<file path="config.mk">
export PLATFORM = sky130hd
export DESIGN_NAME = ild_len_decode
export DESIGN_NICKNAME = d
export VERILOG_FILES = /design/src/rtl/ild_pkg.sv /design/src/rtl/ild_prefix_scan.sv /design/src/rtl/ild_opcode_class.sv /design/src/rtl/ild_modrm_decode.sv /design/src/rtl/ild_len_decode.sv
export SDC_FILE = /design/constraint.sdc
export NUM_CORES = 1
export LEC_CHECK = 0
export BUFFER_PORTS_ARGS = -buffer_cell sky130_fd_sc_hd__buf_4
export CORE_MARGIN = 8
export CORE_UTILIZATION = 57
export DETAILED_ROUTE_END_ITERATION = 6
export PLACE_DENSITY = 0.85
export REMOVE_ABC_BUFFERS = 1
export SYNTH_ARGS = -nofsm -noshare
export SYNTH_HDL_FRONTEND = slang
export SYNTH_SLANG_ARGS = --single-unit
export TNS_END_PERCENT = 50
</file>
<file path="constraint.sdc">
create_clock -name clk -period 0.8 [get_ports clk]
set_clock_uncertainty 0.05 [all_clocks]
set_input_delay 0.08 -clock clk [delete_from_list [all_inputs] [get_ports clk]]
set_output_delay 0.08 -clock clk [all_outputs]
set_load 0.02 [all_outputs]
</file>
<file path="src/rtl/ild_pkg.sv">
package ild_pkg;

  typedef enum logic [1:0] {
    IMM_NONE = 2'd0,
    IMM_BYTE = 2'd1,
    IMM_WORD = 2'd2,
    IMM_FULL = 2'd3
  } imm_kind_e;

  typedef struct packed {
    logic      known;
    logic      has_modrm;
    imm_kind_e imm;
  } op_attr_t;

  function automatic logic is_prefix(input logic [7:0] b);
    case (b)
      8'h66, 8'h67, 8'hF0, 8'hF2, 8'hF3,
      8'h26, 8'h2E, 8'h36, 8'h3E, 8'h64, 8'h65: is_prefix = 1'b1;
      default:                                   is_prefix = 1'b0;
    endcase
  endfunction

endpackage

</file>
<file path="src/rtl/ild_prefix_scan.sv">
module ild_prefix_scan
  import ild_pkg::*;
#(
  parameter int WIN_BYTES = 15,
  localparam int CW = $clog2(WIN_BYTES + 1)
) (
  input  logic [8*WIN_BYTES-1:0] win_i,
  output logic [CW-1:0]          pfx_cnt_o,
  output logic                   osz_ovr_o
);

  logic [WIN_BYTES-1:0] is_pfx;
  logic [WIN_BYTES-1:0] run;
  logic [WIN_BYTES-1:0] run_osz;

  for (genvar k = 0; k < WIN_BYTES; k++) begin : g_byte
    assign is_pfx[k]  = is_prefix(win_i[8*k +: 8]);
    if (k == 0) begin : g_first
      assign run[k] = is_pfx[k];
    end else begin : g_rest
      assign run[k] = run[k-1] & is_pfx[k];
    end
    assign run_osz[k] = run[k] & (win_i[8*k +: 8] == 8'h66);
  end

  // run is a thermometer code, so its population is the leading run length
  assign pfx_cnt_o = CW'($countones(run));
  assign osz_ovr_o = |run_osz;

endmodule

</file>
<file path="src/rtl/ild_opcode_class.sv">
module ild_opcode_class
  import ild_pkg::*;
(
  input  logic [7:0] op0_i,
  input  logic [7:0] op1_i,
  output logic       two_byte_o,
  output op_attr_t   attr_o
);

  always_comb begin
    two_byte_o = (op0_i == 8'h0F);
    attr_o     = '{known: 1'b0, has_modrm: 1'b0, imm: IMM_NONE};
    if (two_byte_o) begin
      casez (op1_i)
        8'b1000_????:        attr_o = '{1'b1, 1'b0, IMM_FULL};
        8'hAF, 8'hB6, 8'hB7: attr_o = '{1'b1, 1'b1, IMM_NONE};
        8'hBA:               attr_o = '{1'b1, 1'b1, IMM_BYTE};
        8'h05, 8'hA2:        attr_o = '{1'b1, 1'b0, IMM_NONE};
        default:             attr_o = '{1'b0, 1'b0, IMM_NONE};
      endcase
    end else begin
      casez (op0_i)
        8'b0000_00??, 8'b1000_10??, 8'h8D:
                             attr_o = '{1'b1, 1'b1, IMM_NONE};
        8'h80, 8'h83, 8'hC6: attr_o = '{1'b1, 1'b1, IMM_BYTE};
        8'h81, 8'hC7:        attr_o = '{1'b1, 1'b1, IMM_FULL};
        8'h04, 8'h6A, 8'hEB, 8'b0111_????, 8'b1011_0???:
                             attr_o = '{1'b1, 1'b0, IMM_BYTE};
        8'h05, 8'h68, 8'hE8, 8'hE9, 8'b1011_1???:
                             attr_o = '{1'b1, 1'b0, IMM_FULL};
        8'hC2:               attr_o = '{1'b1, 1'b0, IMM_WORD};
        8'b0101_????, 8'h90, 8'hC3:
                             attr_o = '{1'b1, 1'b0, IMM_NONE};
        default:             attr_o = '{1'b0, 1'b0, IMM_NONE};
      endcase
    end
  end

endmodule

</file>
<file path="src/rtl/ild_modrm_decode.sv">
module ild_modrm_decode (
  input  logic [7:0] modrm_i,
  input  logic [7:0] sib_i,
  output logic       sib_present_o,
  output logic [2:0] disp_len_o
);

  logic [1:0] md;
  logic [2:0] rm;
  logic [2:0] base;

  assign md   = modrm_i[7:6];
  assign rm   = modrm_i[2:0];
  assign base = sib_i[2:0];

  always_comb begin
    sib_present_o = (md != 2'b11) && (rm == 3'b100);
    unique case (md)
      2'b01:   disp_len_o = 3'd1;
      2'b10:   disp_len_o = 3'd4;
      2'b00:   disp_len_o = ((rm == 3'b101) ||
                             (sib_present_o && (base == 3'b101))) ? 3'd4 : 3'd0;
      default: disp_len_o = 3'd0;
    endcase
  end

endmodule

</file>
<file path="src/rtl/ild_len_decode.sv">
module ild_len_decode
  import ild_pkg::*;
#(
  parameter int WIN_BYTES = 15,
  parameter int MAX_LEN   = 15,
  localparam int CW = $clog2(WIN_BYTES + 1),
  localparam int OW = $clog2(MAX_LEN + 1)
) (
  input  logic                   clk,
  input  logic                   rst_n,
  input  logic [8*WIN_BYTES-1:0] win_i,
  input  logic [CW-1:0]          vcnt_i,
  input  logic                   opsz16_i,
  output logic [OW-1:0]          len_o,
  output logic                   len_fault_o,
  output logic                   need_more_o,
  output logic                   unsup_o
);

  // widest sum: prefixes + 2 opcode + modrm + sib + 4 disp + 4 imm
  localparam int LW = $clog2(WIN_BYTES + 13);

  function automatic logic [7:0] pick(input logic [8*WIN_BYTES-1:0] w,
                                      input logic [LW-1:0] idx);
    logic [8*WIN_BYTES-1:0] sh;
    sh   = w >> {idx, 3'b000};
    pick = sh[7:0];
  endfunction

  logic [CW-1:0] pfx_cnt;
  logic          osz_ovr;
  logic [LW-1:0] p_ext;
  logic [7:0]    op0, op1;
  logic          two_byte;
  op_attr_t      attr;
  logic [LW-1:0] pos_m;
  logic [7:0]    modrm, sib;
  logic          sib_present;
  logic [2:0]    disp_raw;
  logic [LW-1:0] mlen, dlen, ilen, total, capped;

  logic [OW-1:0] len_d;
  logic          fault_d, need_d, unsup_d;

  ild_prefix_scan #(.WIN_BYTES(WIN_BYTES)) u_pfx (
    .win_i     (win_i),
    .pfx_cnt_o (pfx_cnt),
    .osz_ovr_o (osz_ovr)
  );

  assign p_ext = LW'(pfx_cnt);
  assign op0   = pick(win_i, p_ext);
  assign op1   = pick(win_i, p_ext + LW'(1));

  ild_opcode_class u_opc (
    .op0_i      (op0),
    .op1_i      (op1),
    .two_byte_o (two_byte),
    .attr_o     (attr)
  );

  assign pos_m = p_ext + (two_byte ? LW'(2) : LW'(1));
  assign modrm = pick(win_i, pos_m);
  assign sib   = pick(win_i, pos_m + LW'(1));

  ild_modrm_decode u_mrm (
    .modrm_i       (modrm),
    .sib_i         (sib),
    .sib_present_o (sib_present),
    .disp_len_o    (disp_raw)
  );

  // next-state: field chain and outcome selection
  always_comb begin
    mlen = attr.has_modrm ? (sib_present ? LW'(2) : LW'(1)) : LW'(0);
    dlen = attr.has_modrm ? LW'(disp_raw) : LW'(0);
    unique case (attr.imm)
      IMM_BYTE: ilen = LW'(1);
      IMM_WORD: ilen = LW'(2);
      IMM_FULL: ilen = (opsz16_i ^ osz_ovr) ? LW'(2) : LW'(4);
      default:  ilen = LW'(0);
    endcase
    total  = pos_m + mlen + dlen + ilen;
    capped = (total > LW'(MAX_LEN)) ? LW'(MAX_LEN) : total;
    need_d  = capped > LW'(vcnt_i);
    fault_d = !need_d && (total > LW'(MAX_LEN));
    unsup_d = !need_d && !fault_d && !attr.known;
    len_d   = (need_d || fault_d) ? '0 : OW'(total);
  end

  // register stage
  always_ff @(posedge clk or negedge rst_n) begin
    if (!rst_n) begin
      len_o       <= '0;
      len_fault_o <= 1'b0;
      need_more_o <= 1'b0;
      unsup_o     <= 1'b0;
    end else begin
      len_o       <= len_d;
      len_fault_o <= fault_d;
      need_more_o <= need_d;
      unsup_o     <= unsup_d;
    end
  end

endmodule

</file>
==> results of run 1 <==
-- through the flow --
stage                     hold slack (ps)  std cells  setup TNS, ps  utilization
after global placement             -158.9       1263         -75950       0.9048
after detailed placement           -153.6       1263         -83830       0.9048
after CTS                           151.4       1294         -77150       0.9591
after floorplan                    -265.6        681         -94550            -
-- logic make-up after synthesis --
kind of cell / after synthesis / synth area share
XOR/XNOR: 12 / 0.02274
AO/OA/AOI/OAI: 168 / 0.2049
flip-flops: 7 / 0.02976
AND/OR/NAND/NOR: 307 / 0.2990
buffers and inverters: 91 / 0.07906
multiplexers: 105 / 0.2837
adder cells (fa/ha/maj): 29 / 0.08077
-- layer usage --
| layer | track usage | overflow |
|---|---|---|
| met1 | 0.7013 | 3 |
| met2 | 0.9568 | 234 |
| met3 | 0.6153 | 5 |
| met4 | 0.8727 | 111 |
| met5 | 0.1471 | 0 |
-- repair_timing --
item,4_1_cts
setup buffers,24
gates cloned,2
hold buffers,1
pin swaps,36
setup endpoints to repair,14
gates resized for setup,60
hold endpoints to repair,7
==> flow_summary.ini, run 1 <==
[status]
outcome = did not finish
lastStage = global routing (5_1_grt)
error = [ERROR GRT-0116] Global routing finished with congestion. Check the congestion regions in the DRC Viewer.

[yosys]
yosys.area.top_type = mux4_2
synth_area_per_cell_sq_um = 8.188
synth_seq_cells = 7
yosysMostFrequentCell = nand2_1
ys.flop_type = dfrtp_1
yosys_warnings = 0
ys_seq_area_frac = 0.02976
async_flop_share = 1.000
netlist_area_sq_um = 5887
synth_top_area_frac = 0.1836
synth.area.top_cells = mux4_2 18%, mux2i_1 8.7%, fa_1 5.1%, nand2_1 4.3%, inv_1 3.3%
yosys-top-cells-count = 68 x nand2_1, 51 x inv_1, 51 x mux2i_1
postSynthCellCount = 719
synth_enable_flop_cells = 0
ys_types = 96

[grt]
grt_usage = 0.7623
first_global_vias = 12480
overflow = 353
grt_max_degree = 16
grt_pass1_wl_microns = 81320

[clock_network]
cts_buffers = 3
ctsLongestPathBuffers = 2
root_buffer = clkbuf_8
clkSinkCount = 7
htree_levels = 1

[place]
place_area_sq_um = 9215
io_buffers = 133
routabilityCongestion = 1.190
dpl.hpwl_microns = 30010
post-place-ws_ps = -12450

[die]
rows = 37
pin_count = 134
start_util = 0.5780
dieHeight_microns = 117.6
die_w_microns = 117.6
==> run 2: changes to the inputs <==
Settings changed: CORE_UTILIZATION 57 to 40, PLACE_DENSITY 0.85 to unset, PLACE_DENSITY_LB_ADDON set to 0.15.
==> flow_summary.ini, run 2 <==
[drt]
route.detailed.drc = 0
ant_nets = 0
avgRoutedWirePerCell_microns = 23.63
via_per_inst = 6.082
drt-total-wl_microns = 31860
firstDrtPassIters = 5
dr_total_vias = 8199
dr.first_iter.drc_count = 893

[grt]
first_global_vias = 8372
antenna_found_initial = 1
grt_max_degree = 19
overflow = 0
grt_usage = 0.3326
grt_pass1_wl_microns = 47970

[setup_path]
crit_slowest_cell = mux4_2
start_kind = input pin
critical_path_buf_inv_count = 11
cp_slowest_stage_delay_ps = 540
required_ps = 910
worstSetupPathType = in2reg
cpMostUsedCell = fa_1
arrival_ps = 11800
crit_path_max_fanout = 15
cp-end-kind = flop
crit_family = adder cells

[timing]
max_slew_margin = 0.5352
rsz0062_at_grt = true
worst_slack_ps = -10890
hold_viol_final = 0
max_freq_ghz = 0.08553
fin_tns_setup_ps = -73260
slew_violations = 0
period_share = 14.61
period_needed_ps = 11690
tightest_slew_ps = 688.2
setup_viol = 14

[place]
place_area_sq_um = 9313
io_buffers = 133
routabilityCongestion = 1.032
placedCellCount = 1311
dpl.hpwl_microns = 26820

[yosys]
ys_types = 96
synth_area_per_cell_sq_um = 8.188
synth_enable_flop_cells = 0
yosys_warnings = 0
yosys.area.top_type = mux4_2
netlist_area_sq_um = 5887
async_flop_share = 1.000
synth_top_area_frac = 0.1836
ys.flop_type = dfrtp_1
synth_seq_cells = 7
yosys-top-cells-count = 68 x nand2_1, 51 x inv_1, 51 x mux2i_1
synth.area.top_cells = mux4_2 18%, mux2i_1 8.7%, fa_1 5.1%, nand2_1 4.3%, inv_1 3.3%
yosysMostFrequentCell = nand2_1
ys_seq_area_frac = 0.02976
postSynthCellCount = 719

[die]
core_area_sq_um = 14480
die_w_microns = 137.3
pin_count = 134
dieHeight_microns = 137.3
start_util = 0.4066
die_area_sq_um = 18860
rows = 44

[pwr]
combPwrFrac = 0.762
leakage_nw = 4.438
power_density_nw_per_um2 = 538.7
switching_share = 0.4007
finalPower_mw = 5.413
peakVddDrop_v = 0.0007965
power_switching_mw = 2.169
p_clk_frac = 0.160
power_frac_seq = 0.078
power.internal_mw = 3.244

[clock_network]
clkSinkCount = 7
root_buffer = clkbuf_16
htree_levels = 1
ctsLongestPathBuffers = 2
cts_buffers = 3
tritoncts = built
clk_pin_slew_ps = 40

[layout]
final_util = 0.6939
nNetsFinal = 1320
drive_above_1_share = 0.5288
layout_commonest_cell = buf_4
layout_common_cells = 452 x buf_4, 67 x nand2_1, 50 x mux2i_1
largest_reg_flops = 4
top_register = len_o
final_cells = 1348
finish.instance_area_sq_um = 10050
syn_to_final_growth_pct = 70.67

[status]
violations = setup timing
outcome = finished with violations

[flow_run]
max-cap-violations = 0

[hold_path]
min_path_type = in2async
run 2: power by group through the flow:
stage | registers (mW) | clock network (mW) | logic, mW
floorplan | 0.481 | 0 | 1.35
global placement | 0.420 | 0 | 3.64
detailed placement | 0.418 | 0 | 3.73
CTS | 0.424 | 0.863 | 3.89
global route | 0.426 | 0.873 | 4.34
finish | 0.424 | 0.864 | 4.12
run 2: repair_timing:
action | 4_1_cts | 5_1_grt
endpoints found under the setup margin | 14 | 14
hold buffers | 1 | 0
endpoints found under the hold margin | 7 | 0
resized for setup | 66 | 33
buffers inserted | 22 | 9
pin swaps | 42 | 26
run 2: metrics by stage:
stage          hold slack [ps]  setup slack, ps
6_report                 165.9           -10890
5_1_grt                  177.0           -11310
4_1_cts                  147.8           -10770
3_5_place_dp            -150.8           -12030
3_3_place_gp            -154.1           -11640
2_1_floorplan           -265.6           -13970
run 2: final timing paths:
| kind | from | to | slack (ps) | depth (start not counted) |
|---|---|---|---|---|
| min | rst_n | len_o[1] | 170 | 2 |
| max in group asynchronous | rst_n | len_fault_o | 410 | 2 |
| max | win_i[8] | unsup_o | -10890 | 53 |
| min in group clk | vcnt_i[0] | need_more_o | 390 | 4 |
run 2: logic make-up after synthesis:
group / Yosys count / synth area share
xor+xnor: 12 / 0.02274
buf+inv: 91 / 0.07906
compound gates: 168 / 0.2049
flops: 7 / 0.02976
simple gates: 307 / 0.2990
fa+ha+maj: 29 / 0.08077
mux: 105 / 0.2837
run 2: layer usage:
layer | up-vias | wire length (microns) | GRT usage
met5 | - | 0 | 0
met4 | 0 | 1058 | 0.1074
met1 | 3981 | 12810 | 0.4288
met3 | 77 | 3465 | 0.09592
met2 | 454 | 14530 | 0.5240
li1 | 3687 | - | -
run 2: layout make-up:
cell class,count,area (sq um)
Clock buffer,4,78.83
Multi-Input combinational cell,621,5592
Tap cell,184,230.2
Timing Repair Buffer,478,3767
Sequential cell,7,175.2
Inverter,53,201.4
Antenna cell,1,2.502
Fill cell,1184,4432
Power figures use the tool's default switching activity.
==> run 3: changes to the inputs <==
Settings changed: BUFFER_PORTS_ARGS -buffer_cell sky130_fd_sc_hd__buf_4 to unset, DONT_BUFFER_PORTS set to 1, REMOVE_ABC_BUFFERS 1 to unset.
==> flow_summary.ini, run 3 (synthesized netlist as in run 2, its figures left out) <==
[pwr]
leakage_nw = 3.062
peakVddDrop_v = 0.0007517
finalPower_mw = 3.663
power_density_nw_per_um2 = 466.5

[timing]
rsz0062_at_grt = true
slew_violations = 0
period_needed_ps = 11320
setup_viol = 8
period_share = 14.15
tightest_slew_ps = 915.2
max_freq_ghz = 0.08836
hold_viol_final = 0
worst_slack_ps = -10520
max_slew_margin = 0.3847

[setup_path]
crit_slowest_cell = or4_4
crit_cells = 51
arrival_ps = 11430
worstSetupPathType = in2reg
crit_path_max_fanout = 7
cp_slowest_stage_delay_ps = 560
critical_path_buf_inv_count = 8
start_kind = input pin
required_ps = 910
cpMostUsedCell = fa_1
crit_end = unsup_o
cp-end-kind = flop
critPathLaunch = win_i[11]
crit_family = adder cells

[clock_network]
clkSinkCount = 7
htree_levels = 1
tritoncts = built
root_buffer = clkbuf_16
clk_pin_slew_ps = 30
ctsLongestPathBuffers = 2
cts_buffers = 3

[layout]
largest_reg_flops = 4
nNetsFinal = 1036
ff_latch_area_sq_um = 178.9
multiInputGateArea_sq_um = 5537
layout_common_cells = 177 x buf_4, 68 x nand2_1, 49 x mux2i_1
antenna_cells = 0
top_register = len_o
drive_above_1_share = 0.3686
syn_to_final_growth_pct = 33.37
layout_commonest_cell = buf_4
finish.instance_area_sq_um = 7851
fillerInstances = 1368

[die]
die_w_microns = 137.3
rows = 44
dieHeight_microns = 137.3
die_area_sq_um = 18860
pin_count = 134
start_util = 0.4066
core_area_sq_um = 14480

[drt]
via_per_inst = 6.619
route.detailed.drc = 0
dr.first_iter.drc_count = 605
avgRoutedWirePerCell_microns = 26.46
ant_nets = 0
drt-total-wl_microns = 28130
firstDrtPassIters = 5
dr_total_vias = 7036

[place]
dpl.hpwl_microns = 23440
io_buffers = 0
place_area_sq_um = 7466
routabilityCongestion = 1.004

[status]
outcome = finished with violations
violations = setup timing

[grt]
antenna_found_initial = 1
grt_max_degree = 19
overflow = 0
grt_pass1_wl_microns = 41520
first_global_vias = 6873
grt_usage = 0.2898

[yosys]
syn_nets = 875

[hold_path]
min_path_type = in2async

[flow_run]
max-cap-violations = 0
==> run 3: cell count changes in the layout (fill, tap and decap cells not counted), sizes merged <==
cell / previous run / this run
clkbuf: 4 / 5
clkinv: 0 / 1
diode: 1 / 0
inv: 53 / 52
buf: 477 / 192
==> run 3: through the flow <==
step	cells	setup TNS, ps	util	worst slack [ps]	hold WS [ps]
floorplan	719	-70800	-	-10680	-265.6
detailed placement	1040	-73850	0.5156	-11080	-265.4
global route	1063	-73880	0.5423	-11030	169.9
global placement	1040	-72010	0.5156	-10800	-265.4
CTS	1056	-70270	0.5353	-10480	134.7
finish	1063	-70520	0.5423	-10520	131.5
==> run 3: worst min-delay path by stage <==
stage / from / endpoint / slack [ps] / cells past startpoint
after global routing: rst_n / len_fault_o / 170 / 1
after CTS: rst_n / len_fault_o / 130 / 1
final: rst_n / len_fault_o / 130 / 1
after detailed placement: rst_n / len_o[1] / -270 / 0
after floorplan: rst_n / len_fault_o / -270 / 0
after global placement: rst_n / len_o[0] / -270 / 0
==> run 3: cell type report <==
cell class,instances,area share
Clock buffer,4,0.01004
Inverter,53,0.02693
Multi-Input combinational cell,621,0.7052
Sequential cell,7,0.02279
Tap cell,184,0.02932
Timing Repair Buffer,194,0.2057
==> run 3: per-layer routing <==
metal / wire (microns) / vias up / track usage / share of wire
met4: 859 / 0 / 0.07182 / 0.031
met2: 13290 / 477 / 0.4915 / 0.47
li1: - / 3104 / - / -
met1: 10520 / 3383 / 0.3584 / 0.37
met5: 0 / - / 0 / 0
met3: 3466 / 72 / 0.07476 / 0.12
==> run 3: power breakdown <==
group / switching (mW) / internal (mW)
sequential: 0.0797 / 0.405
clock: 0.178 / 0.662
combinational: 1.04 / 1.29
total: 1.30 / 2.36
==> run 3: what timing repair did <==
item | CTS | global route
setup buffers | 11 | 8
gates resized for setup | 31 | 10
hold endpoints to repair | 7 | 0
hold buffers | 1 | 0
setup endpoints to repair | 10 | 12
gates cloned | 0 | 1
pin swaps | 19 | 6
==> run 4: changes to the inputs <==
Settings changed: CORE_ASPECT_RATIO set to 1.1, MAX_ROUTING_LAYER set to met4, SLEW_MARGIN set to 20.
==> flow_summary.ini, run 4 (synthesized netlist as in run 2, its figures left out) <==
[status]
outcome = finished with violations
violations = setup timing

[clock_network]
clkSinkCount = 7
clk_pin_slew_ps = 40
ctsLongestPathBuffers = 2
htree_levels = 1
tritoncts = built
cts_buffers = 3
root_buffer = clkbuf_16

[layout]
fillerInstances = 1398
finish.instance_area_sq_um = 8005
nNetsFinal = 1052
layout_common_cells = 197 x buf_4, 67 x nand2_1, 49 x mux2i_1
antenna_cells = 0
final_util = 0.5563
layout_commonest_cell = buf_4
largest_reg_flops = 4
drive_above_1_share = 0.3899
top_register = len_o
syn_to_final_growth_pct = 35.98

[die]
dieHeight_microns = 143.2
die_w_microns = 131.7
core_area_sq_um = 14390
die_area_sq_um = 18860
pin_count = 134
start_util = 0.4091
rows = 46

[drt]
drt-total-wl_microns = 28820
route.detailed.drc = 0
avgRoutedWirePerCell_microns = 26.51
firstDrtPassIters = 5
dr_total_vias = 7092
dr.first_iter.drc_count = 642
via_per_inst = 6.524
ant_nets = 0

[place]
routabilityCongestion = 1.045
place_area_sq_um = 7536
io_buffers = 0
dpl.hpwl_microns = 23830

[timing]
period_needed_ps = 11370
max_slew_margin = 0.5896
setup_viol = 8
rsz0062_at_grt = true
worst_slack_ps = -10570
slew_violations = 0
hold_viol_final = 0
period_share = 14.21
max_freq_ghz = 0.08794
fin_tns_setup_ps = -70630
tightest_slew_ps = 610.3

[flow_run]
max-cap-violations = 0

[setup_path]
crit_slowest_cell = or4_4
start_kind = input pin
required_ps = 900
cp-end-kind = flop
arrival_ps = 11470
critical_path_buf_inv_count = 8
cpMostUsedCell = fa_1
worstSetupPathType = in2reg
crit_path_max_fanout = 15
crit_family = adder cells
crit_cells = 54
critPathLaunch = win_i[11]
cp_slowest_stage_delay_ps = 530

[grt]
overflow = 0
grt_pass1_wl_microns = 42610
first_global_vias = 6948
grt_usage = 0.2992
antenna_found_initial = 0
grt_max_degree = 25

[hold_path]
min_path_type = in2async

[pwr]
power_density_nw_per_um2 = 475.2
peakVddDrop_v = 0.0003977
leakage_nw = 3.125
finalPower_mw = 3.804

[yosys]
syn_nets = 875
run 4: changes by cell type in the layout (fill, tap and decap cells not counted), sizes merged:
cell	before	now
buf	192	209
clkbuf	5	4
run 4: layout make-up:
cell class	count	area, sq um	share of cell area
multi-input cells	621	5613	0.7012
flip-flops and latches	7	181.4	0.02266
well taps	192	240.2	0.03001
inverters	53	211.5	0.02641
repair buffers	210	1680	0.2099
clock buffers	4	78.83	0.009847
run 4: per-layer routing:
layer,GRT usage,vias to the layer above,part of all wire
li1,-,3144,-
met1,0.3486,3496,0.38
met2,0.5138,376,0.49
met3,0.06290,76,0.095
met4,0.08469,0,0.034
met5,-,-,0
run 4: stage by stage:
step	cells	hold WS [ps]	worst slack (ps)
finish	1087	132.1	-10570
global route	1087	152.8	-11030
CTS	1079	142.9	-10550
detailed placement	1061	-265.4	-11150
global placement	1061	-265.4	-10900
floorplan	719	-265.6	-10680
run 4: where the power goes:
| part | internal (mW) | total (mW) | switching (mW) |
|---|---|---|---|
| Sequential | 0.408 | 0.490 | 0.0817 |
| Clock | 0.663 | 0.846 | 0.184 |
| Combinational | 1.38 | 2.47 | 1.09 |
run 4: how the worst max path moves through the flow:
| stage | end | slack [ps] |
|---|---|---|
| 6_report | unsup_o | -10570 |
| 5_1_grt | unsup_o | -11030 |
| 4_1_cts | unsup_o | -10550 |
| 3_5_place_dp | unsup_o | -11150 |
| 3_3_place_gp | unsup_o | -10900 |
| 2_1_floorplan | unsup_o | -10680 |
run 4: repair_timing:
item,in CTS,in global routing
hold buffers,1,0
buffers inserted,13,12
hold endpoints to repair,7,0
setup endpoints to repair,11,14
resized for setup,22,33
pin swaps,20,13
